## config.mk

```make
export PLATFORM = sky130hd
export DESIGN_NAME = vec_addr_gen
export DESIGN_NICKNAME = d
export VERILOG_FILES = /design/src/rtl/vec_addr_gen.sv
export SDC_FILE = /design/constraint.sdc
export NUM_CORES = 2
export LEC_CHECK = 0
export ABC_AREA = 1
export BUFFER_PORTS_ARGS = -buffer_cell sky130_fd_sc_hd__buf_2
export CAP_MARGIN = 40
export CELL_PAD_IN_SITES_DETAIL_PLACEMENT = 2
export CELL_PAD_IN_SITES_GLOBAL_PLACEMENT = 2
export CORE_AREA = 4 4 423 425
export DETAILED_ROUTE_END_ITERATION = 6
export DIE_AREA = 0 0 427 429
export PLACE_DENSITY = 0.8
export SKIP_LAST_GASP = 1
export SLEW_MARGIN = 15
export SYNTH_ARGS = -nofsm -noshare
export SYNTH_HDL_FRONTEND = slang
export SYNTH_SLANG_ARGS = --single-unit
```

## constraint.sdc

```tcl
create_clock -name clk -period 3.4 [get_ports clk]
set_input_delay 0 -clock clk [delete_from_list [all_inputs] [get_ports clk]]
set_output_delay 0 -clock clk [all_outputs]
set_load 0.01 [all_outputs]
```

## src/rtl/vec_addr_gen.sv

```systemverilog
module vec_addr_gen #(
  parameter int VLEN = 256
) (
  input  logic            clk,
  input  logic            rst,
  input  logic            in_valid,
  input  logic [31:0]     in_insn,
  input  logic [VLEN-1:0] in_base,
  input  logic [VLEN-1:0] in_offs,
  output logic            out_valid,
  output logic            out_undef,
  output logic [VLEN-1:0] out_vec,
  output logic [4:0]      out_dst,
  output logic [4:0]      out_nreg,
  output logic [4:0]      out_mreg
);
  localparam int N32 = VLEN / 32;
  localparam int N64 = VLEN / 64;

  logic       hit, packed_m, sz_bit, narrow;
  logic [1:0] sh;
  logic [VLEN-1:0] sum32, sum64, nxt;

  assign hit      = (in_insn[31:24] == 8'h04) && in_insn[21] && (in_insn[15:12] == 4'hA);
  assign packed_m = in_insn[23];
  assign sz_bit   = in_insn[22];
  assign sh       = in_insn[11:10];
  assign narrow   = packed_m && !sz_bit;

  for (genvar g = 0; g < N32; g++) begin : g_w32
    assign sum32[g*32 +: 32] = in_base[g*32 +: 32] + (in_offs[g*32 +: 32] << sh);
  end

  for (genvar g = 0; g < N64; g++) begin : g_w64
    logic [63:0] raw, ext;
    assign raw = in_offs[g*64 +: 64];
    assign ext = packed_m ? raw : {{32{~sz_bit & raw[31]}}, raw[31:0]};
    assign sum64[g*64 +: 64] = in_base[g*64 +: 64] + (ext << sh);
  end

  assign nxt = narrow ? sum32 : sum64;

  always_ff @(posedge clk) begin
    if (rst) begin
      out_valid <= 1'b0;
      out_undef <= 1'b0;
      out_vec   <= '0;
      out_dst   <= '0;
      out_nreg  <= '0;
      out_mreg  <= '0;
    end else begin
      out_valid <= in_valid;
      out_undef <= in_valid && !hit;
      if (in_valid) begin
        out_vec  <= hit ? nxt : '0;
        out_dst  <= hit ? in_insn[4:0]   : 5'd0;
        out_nreg <= hit ? in_insn[9:5]   : 5'd0;
        out_mreg <= hit ? in_insn[20:16] : 5'd0;
      end
    end
  end

  AST_RESET_CLEAR: assert property (@(posedge clk) rst |=> !out_valid && !out_undef);
  AST_VALID_FOLLOWS: assert property (@(posedge clk) disable iff (rst) in_valid |=> out_valid);
  AST_IDLE_QUIET: assert property (@(posedge clk) disable iff (rst) !in_valid |=> !out_valid && !out_undef);
  AST_UNDEF_PAIRED: assert property (@(posedge clk) disable iff (rst) out_undef |-> out_valid);
  AST_UNDEF_EMPTY: assert property (@(posedge clk) disable iff (rst) out_undef |-> (out_vec == '0 && out_dst == 5'd0));
  AST_DECODE_FLAG: assert property (@(posedge clk) disable iff (rst) in_valid && !hit |=> out_undef);
endmodule

```

==> metrics.csv <==
stage,metric,value,unit
critical_path,CP peak stage delay,680,ps
sta,Max-Slew Margin vs Limit,0.216,
critical_path,CP most frequent cell,nand2_1,
sta,Tmin final,3840,ps
clock_network,CTS Buffer Depth,3,
placed_design,Placed Area,60300,um^2
global_route,gr usage total,0.390,
cells_and_area,layout cell share with drive strength beyond 1,0.152,
critical_path,Setup Crit Path Kind,in2reg,
critical_path,CP max FO,11,
cells_and_area,"Core Util, Final",0.370,
global_route,largest net degree at the start of global routing,102,
sta,fin crit share,1.13,
yosys,Post-Syn Area,50600,um^2
sta,setup TNS,-6060,ps
yosys,Mapped Avg Cell Area,5.24,um^2
critical_path,cell breakdown of the critical path,buf_16 > buf_16 > buf_4 > nand2_1 > o21ai_0 > mux2i_1 > ha_1 > nand2_1 > inv_1 > nand2_1 > nand2_1 > nand2_1 > nand3_2 > nand2_1 > nand2_1 > or2_2 > nand3_1 > a21oi_1 > dlygate4sd3_1,
detailed_routing,DR vias/cell,5.55,
placed_design,PortBufs,819,
sta,number of max-slew violations in the final report,0,
global_route,first-pass GRT wire length,538000,um
critical_path,CP startpoint kind,input port,
sta,"Hold Vio Cnt, Final",0,
floorplan,I/O pin count,820,
detailed_routing,Starting DRT DRC Count,5106,
power,Pwr Density,341,nW/um^2
floorplan,die area,183000,um^2
yosys,register area share after synthesis,0.108,
yosys,Netlist cell types,42,
critical_path,CP arrival,4390,ps
placed_design,post-DP HPWL,288000,um
clock_network,Clock Latency Late Sink,700,ps
critical_path,Critical Path End Type,register,
power,Peak VDD IR,351,uV
power,P_leak,36.5,nW
run_status,status,"complete, but fails checks",
detailed_routing,Post-DRT Antenna Nets,0,
run_status,violated checks,setup timing,
sta,Slew @ Worst Pin,1180,ps
floorplan,die span in y,429,um
yosys,async set-reset flop share out of synthesis,0,
detailed_routing,via count,74400,
clock_network,clock sinks,273,
critical_path,worst endpoint required time,3960,ps
yosys,number of synthesized flops with an enable pin,0,
placed_design,gpl congestion,1.01,
floorplan,core footprint,175000,um^2
sta,FMAX,0.261,GHz
hold_path,HP Class,in2reg,
yosys,synthesized instance count,9660,
clock_network,CTS Buf Count,45,
sta,RSZ-0062 raised after global routing,yes,
hold_path,cell count of the worst hold path,7,
cells_and_area,fill cell count,22800,
detailed_routing,DRC viols,0,
sta,setup ws final,-436,ps
cells_and_area,Final Instance Area,64800,um^2
floorplan,Initial Util,0.289,
clock_network,Clock Pin Slew Worst Setup and Hold Paths,70,ps
cells_and_area,register area,5470,um^2
clock_network,H-tree levels,2,
placed_design,dpl ws,-513,ps
critical_path,path depth of the worst reg2reg path,3,
detailed_routing,Pre-Repair DR Iteration Count,5,
detailed_routing,Post-Route WL,389000,um
cells_and_area,area grow syn2layout,28.1,%
yosys,"Primary FF master, synth",dfxtp_1,
run,MaxCap Viol Count,0,
sta,Clock Skews,0,ps
critical_path,CP max-delay cell,dlygate4sd3_1,
yosys,Syn Nets,10600,
global_route,vias in the first global route,79800,
detailed_routing,routed len/inst,29.0,um
cells_and_area,nets@finish,11900,
global_route,initial antenna violation count,92,
floorplan,Die X,427,um
clock_network,CTS tree,done,
yosys,Yosys reg bits,273,
clock_network,CTS root buf,clkbuf_16,
yosys,Ys Warns,0,
global_route,total gr overflow,0,
floorplan,Site Rows,154,
sta,# setup viols final,27,
cells_and_area,Multi-input gate area,38300,um^2
[Yosys cell counts (all sizes together), types with 24 or more instances]
| master | number | area share |
|---|---|---|
| nand2 | 3649 | 0.27 |
| inv | 1583 | 0.12 |
| a21oi | 807 | 0.080 |
| nor2 | 760 | 0.059 |
| nand3 | 654 | 0.066 |
| o21ai | 463 | 0.046 |
| ha | 382 | 0.094 |
| mux2i | 319 | 0.063 |
| dfxtp | 273 | 0.11 |
| buf | 149 | 0.015 |
| clkbuf | 127 | 0.0094 |
| nor3 | 96 | 0.012 |
| or2 | 92 | 0.011 |
| a31oi | 68 | 0.0084 |
| o21bai | 55 | 0.0082 |
| nand4 | 39 | 0.0048 |
| a21o | 35 | 0.0052 |
| nor4 | 24 | 0.0042 |
[sequential cells by signal, indices dropped and copies added (netlist names)]
name	count
out_nreg	5
out_mreg	5
out_valid	1
out_dst	5
out_vec	256
out_undef	1
[worst paths after layout]
| check | slack, ps | to | from |
|---|---|---|---|
| max | -440 | out_vec[18]$_SDFFE_PP0P_ | in_insn[10] |
| min | 60 | out_vec[246]$_SDFFE_PP0P_ | in_base[246] |
| max reg2reg | 1770 | out_vec[201]$_SDFFE_PP0P_ | out_vec[201]$_SDFFE_PP0P_ |
| min reg2reg | 470 | out_vec[238]$_SDFFE_PP0P_ | out_vec[238]$_SDFFE_PP0P_ |
[worst max-delay path, delay by kind of cell]
kind | cells | cell delay (ps)
compound gates | 2 | 370
mux | 1 | 310
buf+inv | 5 | 1360
fa+ha+maj | 1 | 360
simple gates | 10 | 1940
[cell families (layout without fill, tap and decap cells)]
family,count (synthesis),count (layout),share of synthesized area
AO/OA/AOI/OAI,1457,1457,0.152
AND/OR/NAND/NOR,5330,5330,0.432
other,0,76,0
flip-flops,273,273,0.108
buffers and inverters,1859,3178,0.142
adder cells (fa/ha/maj),390,390,0.0976
XOR/XNOR,32,32,0.00554
multiplexers,319,319,0.0631
[placed cells by master, fill, tap and decap left out, drive strengths merged, types with 76 or more instances in the layout]
master,n
a21oi,807
nor2,760
dfxtp,273
or2,92
ha,382
nor3,96
mux2i,319
nand3,654
dlygate4sd3,222
o21ai,463
diode,76
buf,1289
inv,1584
nand2,3649
[layout make-up]
cell class,instances,share of cell area
Multi-Input combinational cell,7528,0.591
Timing Repair Buffer,1514,0.161
Inverter,1583,0.0923
Sequential cell,273,0.0843
Tap cell,2340,0.0452
Clock buffer,59,0.0194
Clock inverter,22,0.00370
Antenna cell,76,0.00293
[through the flow]
step                hold slack [ps]  power, W  std cells
floorplan                       143    0.0104       9660
global placement                250    0.0152      13000
detailed placement              258    0.0156      13000
CTS                           0.551    0.0210      13300
global route                   60.8    0.0232      13400
finish                         57.2    0.0221      13400
[report_power, final]
part           total (W)  switching (W)  internal [W]
Clock            0.00525        0.00240       0.00285
Combinational     0.0137        0.00936       0.00429
Sequential       0.00320    0.000000459       0.00320
Total             0.0221         0.0118        0.0103
[repair_timing]
action,CTS,global route
endpoints found under the hold margin,192,0
buffers inserted,0,21
gates resized for setup,0,103
hold buffers,222,0
setup endpoints to repair,0,31
[per-layer routing]
layer	GRT usage	wire (um)	vias to the layer above
met5	0	269	-
met4	0.300	37700	38
met3	0.0636	22700	1391
met2	0.655	179000	3051
met1	0.439	149000	36700
li1	-	-	33200
(Power assumes the default switching activity.)
